File: src/rtl/pad_mux_pkg.sv
package pad_mux_pkg;

    parameter int PM_NUM_PADS  = 4;
    parameter int PM_NUM_FUNCS = 4;
    parameter int PM_ADDR_W    = 32;
    parameter int PM_DATA_W    = 32;
    parameter int PM_IDX_HI    = 4;
    parameter int PM_IDX_LO    = 2;

    // One pad's drive pair: value and direction travel together
    typedef struct packed {
        logic oe;
        logic val;
    } pad_drive_t;

    localparam pad_drive_t PAD_IDLE = '{oe: 1'b0, val: 1'b0};

endpackage

File: src/rtl/pm_sel_bank.sv
module pm_sel_bank #(
    parameter int NUM_PADS = 4,
    parameter int SEL_W    = 2,
    parameter int ADDR_W   = 32,
    parameter int DATA_W   = 32,
    parameter int IDX_HI   = 4,
    parameter int IDX_LO   = 2
) (
    input  logic                      clk,
    input  logic                      rst,
    input  logic                      wr_en,
    input  logic [ADDR_W-1:0]         wr_addr,
    input  logic [DATA_W-1:0]         wr_data,
    output logic                      wr_err,
    input  logic [ADDR_W-1:0]         rd_addr,
    output logic [DATA_W-1:0]         rd_data,
    output logic                      rd_err,
    output logic [NUM_PADS*SEL_W-1:0] sel_flat
);
    localparam int IDX_W = IDX_HI - IDX_LO + 1;

    logic [IDX_W-1:0] wr_idx;
    logic [IDX_W-1:0] rd_idx;
    logic             wr_hit_any;
    logic             rd_hit_any;
    logic [SEL_W-1:0] sel_q [NUM_PADS];
    logic             unused_bits;

    assign wr_idx      = wr_addr[IDX_HI:IDX_LO];
    assign rd_idx      = rd_addr[IDX_HI:IDX_LO];
    assign wr_hit_any  = int'(wr_idx) < NUM_PADS;
    assign rd_hit_any  = int'(rd_idx) < NUM_PADS;
    assign wr_err      = wr_en & ~wr_hit_any;
    assign unused_bits = ^{wr_addr, rd_addr, wr_data};

    for (genvar p = 0; p < NUM_PADS; p++) begin : g_reg
        always_ff @(posedge clk) begin
            if (rst) begin
                sel_q[p] <= '0;
            end else if (wr_en && int'(wr_idx) == p) begin
                sel_q[p] <= wr_data[SEL_W-1:0];
            end
        end
        assign sel_flat[p*SEL_W +: SEL_W] = sel_q[p];
    end

    always_comb begin
        rd_data = '0;
        rd_err  = ~rd_hit_any;
        for (int p = 0; p < NUM_PADS; p++) begin
            if (int'(rd_idx) == p) begin
                rd_data = DATA_W'(sel_q[p]);
            end
        end
    end

endmodule

File: src/rtl/pm_pad_lane.sv
module pm_pad_lane
    import pad_mux_pkg::*;
#(
    parameter int NUM_FUNCS = 4,
    parameter int SEL_W     = 2
) (
    input  logic [SEL_W-1:0]     sel,
    input  logic [NUM_FUNCS-1:0] fn_out,
    input  logic [NUM_FUNCS-1:0] fn_oe,
    output logic [NUM_FUNCS-1:0] fn_in,
    input  logic                 pad_in,
    output pad_drive_t           drive
);
    logic [NUM_FUNCS-1:0] hit;

    for (genvar f = 0; f < NUM_FUNCS; f++) begin : g_fn
        assign hit[f]   = (sel == SEL_W'(f));
        assign fn_in[f] = hit[f] & pad_in;
    end

    // Codes with no function behind them leave the pad at the zero source
    always_comb begin
        drive = PAD_IDLE;
        for (int f = 0; f < NUM_FUNCS; f++) begin
            if (hit[f]) begin
                drive.val = fn_out[f];
                drive.oe  = fn_oe[f];
            end
        end
    end

endmodule

File: src/rtl/pad_mux_top.sv
module pad_mux_top
    import pad_mux_pkg::*;
#(
    parameter int NUM_PADS  = PM_NUM_PADS,
    parameter int NUM_FUNCS = PM_NUM_FUNCS,
    parameter int ADDR_W    = PM_ADDR_W,
    parameter int DATA_W    = PM_DATA_W,
    parameter int IDX_HI    = PM_IDX_HI,
    parameter int IDX_LO    = PM_IDX_LO,
    localparam int SEL_W    = (NUM_FUNCS > 1) ? $clog2(NUM_FUNCS) : 1,
    localparam int FN_W     = NUM_PADS * NUM_FUNCS
) (
    input  logic                clk,
    input  logic                rst,
    input  logic                wr_en,
    input  logic [ADDR_W-1:0]   wr_addr,
    input  logic [DATA_W-1:0]   wr_data,
    output logic                wr_err,
    input  logic [ADDR_W-1:0]   rd_addr,
    output logic [DATA_W-1:0]   rd_data,
    output logic                rd_err,
    input  logic [FN_W-1:0]     fn_out,
    input  logic [FN_W-1:0]     fn_oe,
    output logic [FN_W-1:0]     fn_in,
    input  logic [NUM_PADS-1:0] pad_in,
    output logic [NUM_PADS-1:0] pad_out,
    output logic [NUM_PADS-1:0] pad_oe
);
    logic [NUM_PADS*SEL_W-1:0] sel_flat;

    pm_sel_bank #(
        .NUM_PADS (NUM_PADS),
        .SEL_W    (SEL_W),
        .ADDR_W   (ADDR_W),
        .DATA_W   (DATA_W),
        .IDX_HI   (IDX_HI),
        .IDX_LO   (IDX_LO)
    ) u_bank (
        .clk      (clk),
        .rst      (rst),
        .wr_en    (wr_en),
        .wr_addr  (wr_addr),
        .wr_data  (wr_data),
        .wr_err   (wr_err),
        .rd_addr  (rd_addr),
        .rd_data  (rd_data),
        .rd_err   (rd_err),
        .sel_flat (sel_flat)
    );

    for (genvar k = 0; k < NUM_PADS; k++) begin : g_pad
        pad_drive_t drv;

        pm_pad_lane #(
            .NUM_FUNCS (NUM_FUNCS),
            .SEL_W     (SEL_W)
        ) u_lane (
            .sel    (sel_flat[k*SEL_W +: SEL_W]),
            .fn_out (fn_out[k*NUM_FUNCS +: NUM_FUNCS]),
            .fn_oe  (fn_oe[k*NUM_FUNCS +: NUM_FUNCS]),
            .fn_in  (fn_in[k*NUM_FUNCS +: NUM_FUNCS]),
            .pad_in (pad_in[k]),
            .drive  (drv)
        );

        assign pad_out[k] = drv.val;
        assign pad_oe[k]  = drv.oe;
    end

endmodule

File: config.mk
export PLATFORM = sky130hd
export DESIGN_NAME = pad_mux_top
export DESIGN_NICKNAME = d
export VERILOG_FILES = /design/src/rtl/pad_mux_pkg.sv /design/src/rtl/pm_sel_bank.sv /design/src/rtl/pm_pad_lane.sv /design/src/rtl/pad_mux_top.sv
export SDC_FILE = /design/constraint.sdc
export NUM_CORES = 1
export LEC_CHECK = 0
export BUFFER_PORTS_ARGS = -buffer_cell sky130_fd_sc_hd__buf_2
export CORE_AREA = 2 2 74 76
export DETAILED_ROUTE_END_ITERATION = 10
export DIE_AREA = 0 0 76 78
export PLACE_DENSITY = 0.66
export RECOVER_POWER = 50
export SLEW_MARGIN = 15
export SYNTH_ARGS = -nofsm -noshare
export SYNTH_HDL_FRONTEND = slang
export SYNTH_SLANG_ARGS = --single-unit
File: constraint.sdc
create_clock -name clk -period 1.66 [get_ports clk]
set_input_delay 0.166 -clock clk [delete_from_list [all_inputs] [get_ports clk]]
set_output_delay 0.166 -clock clk [all_outputs]
set_load 0.1 [all_outputs]
* Word level (Yosys, flattened, before mapping) *
Memory sizes are Yosys's and may differ from the RTL's.
Cells that the tools add are included.

storage, ports and cells
  register bits after elaboration = 0
  memory bits (writable) = 8
  output and inout port bits = 58
  logic and storage cells = 92
  memories kept = 1

memory list
  name          words  bits a word  read ports  clocked after memory_dff  wr ports  RTL line           RTL
  u_bank.sel_q  4      2            4           0                         4         pm_sel_bank.sv:26  logic [SEL_W-1:0] sel_q [NUM_PADS];

cells by class
  $lt $le $gt $ge = 2
  equal/unequal tests = 18
  muxes and demuxes = 38
  bitwise operators = 23
  reduce and logical (&&, ||, !) cells = 10

operators with widths
  kind                                                                    number
  2-bit 2-to-1 mux                                                        24
  1-bit bitwise AND                                                       17
  2-bit equality test (second input constant)                             8
  1-bit 2-to-1 mux                                                        14
  3-bit equality test (second input constant)                             4
  2-bit by 1-bit equality test with 1-bit output (second input constant)  4
  2-bit logical NOT                                                       4
  3-bit by 2-bit equality test with 1-bit output (second input constant)  2
  3-bit logical NOT                                                       2
  3-bit < comparator (second input constant)                              2
  1-bit logical AND                                                       4
  1-bit OR                                                                4
  1-bit inverter                                                          2

* Longest topological paths before layout *
Gate-level depths: netlist of the first run.

  depth after elaboration = 6
  mapped depth = 2
  depth with buffers taken out = 2

* By module *
Synthesis of the first run repeated with hierarchy kept, for this count alone.

second synthesis, totals
  cell total of the unflattened synthesis = 90
  area, all modules = 1,014.7 sq um

modules (own cells, without submodules)
  module       instances  cells each  area an instance (sq um)  sequential area each (sq um)
  pm_sel_bank  1          66          664.4                     240.2
  pm_pad_lane  4          6           87.6                      0.0

* Least setup slack after synthesis of the first run *
No wires, ideal clock.

  kind = register to output
  start = mem u_bank.sel_q[0][0]
  end = out fn_in[0]
  arrival time = 2.714 ns
  data required time = 1.494 ns
  slack = -1.220 ns
  cell stages (with the launch flop) = 2
  path buffers = 0
  cell sequence = edfxtp_1 -> nor3b_1

RTL lines
  item         RTL line           RTL
  from (decl)  pm_sel_bank.sv:26
  to (decl)    pad_mux_top.sv:24  output logic [FN_W-1:0] fn_in,

==> qor.txt, run 1 <==
DRC Markers: 0
Post-synth ARST share: 0%
worst-path maximum fanout: 4
WP depth: 3
crit-path max cell delay: 0.50 ns
Post-Syn Area: 982 um^2
Fillers: 506
CP Capture Point: rd_data[0]
global-route wire length before repair: 3790 um
Die W: 76 um
Crit path max-delay family: multiplexers
Routability Congestion: 0.705
data required time of the worst path: 1.49 ns
endpoint type of the worst setup path: output port
largest buffer count on any clock path: 2
Netlist cell types: 22
Post-CTS Hold Fix Bufs: 0
Synth Instances: 92
antenna violations before repair: 0
Peak VDD IR: 0.258 mV
Pleak: 0.806 nW
slew margin rel.: 64.3%
Largest register FFs: 8
post-synth top area cell: edfxtp_1
Rows: 26
Critical Path AT: 1.50 ns
biggest regs: u_bank.sel_q: 8 flops
CP bufs+invs: 1
Avg Cell Area, Syn: 10.7 um^2
die height: 78 um
Synth-to-Final Area Change: 67.8%
FF+latch area: 240 um^2
post-synthesis sequential area ratio: 24.5%
Tmin final: 1.66 ns
Vias: 921
H-tree depth: 1
Seq cells post-synth: 8
largest net degree at the start of global routing: 7
wirelength, routed: 2450 um
aggregate global routing overflow: 0
number of global-route vias before repair: 844
design area: 1650 um^2
HPWL after DPL: 2110 um
max-slew violation count: 0
Fin. Hold Viols: 0
vias per std cell: 3.73
Final Core Density: 32.7%
Setup CP Type: flip-flop to output port
Setup WS post-layout: -0.00329 ns
area share of the largest cell type after synthesis: 24.5%
multi-input logic area: 646 um^2
Final setup viols: 1
Post-synth top flop: edfxtp_1
Setup crit start: u_bank.sel_q[3][0]$_SDFFCE_PN0P_
n_diodes: 0
yosys warns: 0
worst-path cell chain: mux4_2 -> nor2b_4 -> buf_12
worst hold path type: input pin to flip-flop
failing checks: negative setup slack
core area: 5040 um^2
Fin Setup TNS: -0.00329 ns
First DRT Iteration DRCs: 21
top-count cell post-synth: buf_4
Routed wire per std cell: 9.93 um
clk slew on worst S/H paths: 0.04 ns
Starting Density: 19.5%
CTS Sinks: 8
IO Pins: 193
status: finished, violations left
die area: 5930 um^2
Post-DP Area: 1530 um^2
critical path launch point type: flip-flop
Nets: 314
maximum operating frequency: 0.601 GHz
EDFF count, synth: 8
synth top area cells: edfxtp_1 24%, buf_4 24%, mux4_1 16%
Crit-path slowest cell: mux4_2
drt first pass iters: 4
CTS root buffer: clkbuf_8
Tightest Pin Transition: 0.537 ns
worst hold slack: 0.295 ns
Total GRT Usage: 7.90%
RSZ-0062 raised after global routing: yes
Port Buffers: 74
Power Dens Cells: 884 nW/um^2
top cells by instance count after synthesis: 31 x buf_4, 10 x nor2_1, 8 x edfxtp_1
layout cells sized above 1: 58.2%
Setup Slack @ Placement: 0.111 ns
Top reg by flops: u_bank.sel_q
Final Cycle Share: 100%
# Max-Cap Violations: 0
Routed Antenna Nets: 0
TritonCTS Buffers: 3
CTS tree: yes
==> repair_timing <==
action | CTS | global route
setup endpoints to repair | 8 | 11
endpoints found under the hold margin | 0 | 0
buffers inserted | 1 | 1
cloned | 0 | 0
gates resized for setup | 13 | 13
==> kinds of logic after synthesis <==
group	count (synthesis)	synth area share [%]
other cells	1	0.382
mux	10	25.2
simple gates	37	23.1
compound gates	4	2.80
buf+inv	32	24.1
flops	8	24.5
==> per-layer routing <==
layer  vias up  routed length, um  share of wire, %  global-route usage (%)
met5         -                  0                 0                       0
met3         3                306                12                    3.49
li1        450                  -                 -                       -
met4         0                 28               1.1                    2.73
met1       403                941                38                    8.64
met2        65               1170                48                    13.7
==> worst min path at each step <==
stage	start	endpoint	slack (ns)	cells past startpoint
5_1_grt	wr_addr[2]	u_bank.sel_q[0][0]$_SDFFCE_PN0P_	0.31	2
4_1_cts	wr_addr[2]	u_bank.sel_q[0][1]$_SDFFCE_PN0P_	0.29	2
3_5_place_dp	wr_addr[2]	u_bank.sel_q[0][1]$_SDFFCE_PN0P_	0.54	2
3_3_place_gp	wr_addr[2]	u_bank.sel_q[0][1]$_SDFFCE_PN0P_	0.53	2
6_report	wr_addr[2]	u_bank.sel_q[0][1]$_SDFFCE_PN0P_	0.30	2
2_1_floorplan	wr_addr[2]	u_bank.sel_q[0][0]$_SDFFCE_PN0P_	0.36	1
==> final cells by class <==
class / instances / area share [%]
Clock buffer: 3 / 2.51
Inverter: 1 / 0.228
Multi-Input combinational cell: 81 / 39.2
Sequential cell: 8 / 14.6
Tap cell: 70 / 5.32
Timing Repair Buffer: 84 / 38.2
==> layout by cell type, fill, tap and decap left out <==
cell,instances
buf_2,52
nor2b_4,1
nor3b_4,1
o21bai_1,2
nand4bb_1,2
nor3b_2,3
nor2_2,4
nand2b_1,3
mux4_1,4
o31ai_1,1
and3b_2,1
buf_6,7
clkbuf_2,1
o21ai_0,1
and3b_1,3
nor3_1,2
clkbuf_1,2
and3_1,3
nor2_1,6
inv_1,1
buf_12,9
clkbuf_8,3
mux4_2,6
buf_4,13
conb_1,30
nand2_1,5
and3_2,1
nor2b_2,1
and2_1,1
edfxtp_1,8
==> power breakdown <==
part	internal, W	switching [W]
Clock	0.000157	0.0000780
Combinational	0.000220	0.000749
Sequential	0.000238	0.0000135
Total	0.000615	0.000841
==> through the flow <==
| step | total power [W] | instances |
|---|---|---|
| floorplan | 0.00106 | 121 |
| global placement | 0.00117 | 242 |
| detailed placement | 0.00118 | 242 |
| CTS | 0.00144 | 246 |
| global route | 0.00150 | 247 |
| finish | 0.00146 | 247 |
No activity file was read; power rests on OpenSTA's default activity.
==> run 2, diff against run 1 <==
Settings changed: ABC_AREA from default to 1, ABC_CLOCK_PERIOD_IN_PS from default to 1660, PLACE_DENSITY 0.66 to 0.68.
==> run 2 against run 1 <==
Against the previous run: the run now ends clean; flip-flop and latch count unchanged; count of clock-buffer cells in the layout stayed put; via count increased by 36%; synthesized cell count grew 89%; power is 6.5% higher; final area grew 12%; highest routed layer unchanged; critical endpoint is now fn_in[1]; clock power is 5% lower; non-clock buffer count shrank 4.
==> qor.txt, run 2 <==
Seq cells post-synth: 8
vias per std cell: 3.92
Port Buffers: 74
Post-Layout Cell Count: 321
Fin. Hold Viols: 0
Post-DP Area: 1800 um^2
Routability Congestion: 0.733
HPWL after DPL: 2640 um
Peak VDD IR: 0.305 mV
Starting Density: 21.2%
data required time of the worst path: 1.49 ns
clk slew on worst S/H paths: 0.04 ns
wire length on met2: 1480 um
area share of the largest cell type after synthesis: 22.5%
Post-synth ARST share: 0%
post-synth top area cell: edfxtp_1
DRC Markers: 0
die height: 78 um
M1 WL: 1210 um
most frequent cells in the layout: 51 x buf_2, 30 x conb_1, 27 x nand2_1, 26 x nand3_1, 25 x inv_1
Vias: 1257
Avg Cell Area, Syn: 6.15 um^2
endpoint type of the worst setup path: output port
Fillers: 531
critical path launch point type: flip-flop
Nets: 388
Post-CTS Hold Fix Bufs: 0
aggregate global routing overflow: 0
status: finished, final reports clean
CTS Sinks: 8
post-CTS setup buffers: 6
EDFF count, synth: 8
Power Dens Cells: 837 nW/um^2
Total GRT Usage: 9.87%
metal3 WL: 270 um
Final Cycle Share: 94.7%
Post-Syn Area: 1070 um^2
layout cells sized above 1: 40.2%
biggest regs: u_bank.sel_q: 8 flops
largest buffer count on any clock path: 2
DR top layer: met4
global-route wire length before repair: 4850 um
Die W: 76 um
Tmin final: 1.57 ns
Critical Path AT: 1.41 ns
max-slew violation count: 0
# Max-Cap Violations: 0
worst-path maximum fanout: 8
top cells by instance count after synthesis: 31 x buf_4, 29 x nand2_1, 27 x inv_1
core area: 5040 um^2
synth top area cells: edfxtp_1 22%, buf_4 22%, nand3_1 12%
First DRT Iteration DRCs: 27
placed cell count: 312
Setup Slack @ Placement: 0.203 ns
number of global-route vias before repair: 1094
RSZ-0062 raised after global routing: no
H-tree depth: 1
Largest register FFs: 8
Top reg by flops: u_bank.sel_q
top-count cell post-synth: buf_4
commonest non-fill, non-tap cell in the layout: buf_2
Routed wire per std cell: 9.31 um
worst hold slack: 0.292 ns
largest net degree at the start of global routing: 9
Netlist cell types: 11
Synth-to-Final Area Change: 73.1%
Setup CP Type: flip-flop to output port
CTS tree: yes
Post-synth top flop: edfxtp_1
Final Core Density: 36.7%
wirelength, routed: 2990 um
drt first pass iters: 5
TritonCTS Buffers: 3
Synth Instances: 174
Routed Antenna Nets: 0
IO Pins: 193
Pleak: 0.970 nW
worst hold path type: input pin to flip-flop
Tightest Pin Transition: 1.16 ns
design area: 1850 um^2
CTS root buffer: clkbuf_8
Setup WS post-layout: 0.0877 ns
die area: 5930 um^2
Final setup viols: 0
Post-CTS Resized: 0
slew margin rel.: 23.1%
Rows: 26
post-synthesis sequential area ratio: 22.5%
antenna violations before repair: 0
yosys warns: 0
n_diodes: 0
maximum operating frequency: 0.636 GHz
run 2: changes by cell type in the layout (fill, tap and decap cells not counted), moves of 4 or more:
cell,change
nand2_1,+22
nor3_2,+9
mux4_1,-4
buf_6,-7
nor2_1,+14
nand3_1,+26
buf_4,-7
buf_12,+10
inv_1,+24
nand4_1,+12
mux4_2,-6
run 2: cell type report:
type | instances | area, um^2 | share of cell area [%]
Clock buffer | 3 | 41.3 | 2.23
Inverter | 27 | 101 | 5.47
Multi-Input combinational cell | 133 | 681 | 36.8
Sequential cell | 8 | 240 | 13.0
Tap cell | 70 | 87.6 | 4.73
Timing Repair Buffer | 80 | 701 | 37.8
run 2: worst paths after layout:
check	to	from	slack, ns	cells past startpoint
worst max-delay path	fn_in[1]	u_bank.sel_q[0][0]$_SDFFCE_PN0P_	0.09	3
worst min-delay path	u_bank.sel_q[2][1]$_SDFFCE_PN0P_	wr_data[1]	0.29	3
run 2: cell families (layout without fill, tap and decap cells):
logic type	count (synthesis)	count (layout)	share of synthesized area, %
flops	8	8	22.5
other cells	1	30	0.351
buf+inv	62	110	33.1
simple gates	103	103	44.1
run 2: critical path, cell delays in order, from the launching register on:
cell	delay, ns
edfxtp_1	0.56
inv_1	0.15
nor3_2	0.26
buf_12	0.21
run 2: where the power goes:
group	total, W	internal, W	switching [W]	leakage [nW]
Clock	0.000224	0.000156	0.0000680	0.0216
Combinational	0.00106	0.000246	0.000813	0.871
Sequential	0.000267	0.000238	0.0000284	0.0773
run 2: per-stage QoR:
step / power (W) / setup TNS (ns)
final: 0.00155 / 0
after global routing: 0.00161 / 0
after CTS: 0.00157 / 0
after detailed placement: 0.00133 / 0
after global placement: 0.00132 / 0
after floorplan: 0.00111 / -2.71
run 2: layer usage:
metal | vias to the layer above | GRT usage [%]
li1 | 655 | -
met1 | 534 | 11.8
met2 | 65 | 17.6
met3 | 3 | 2.44
met4 | 0 | 2.73
met5 | - | 0
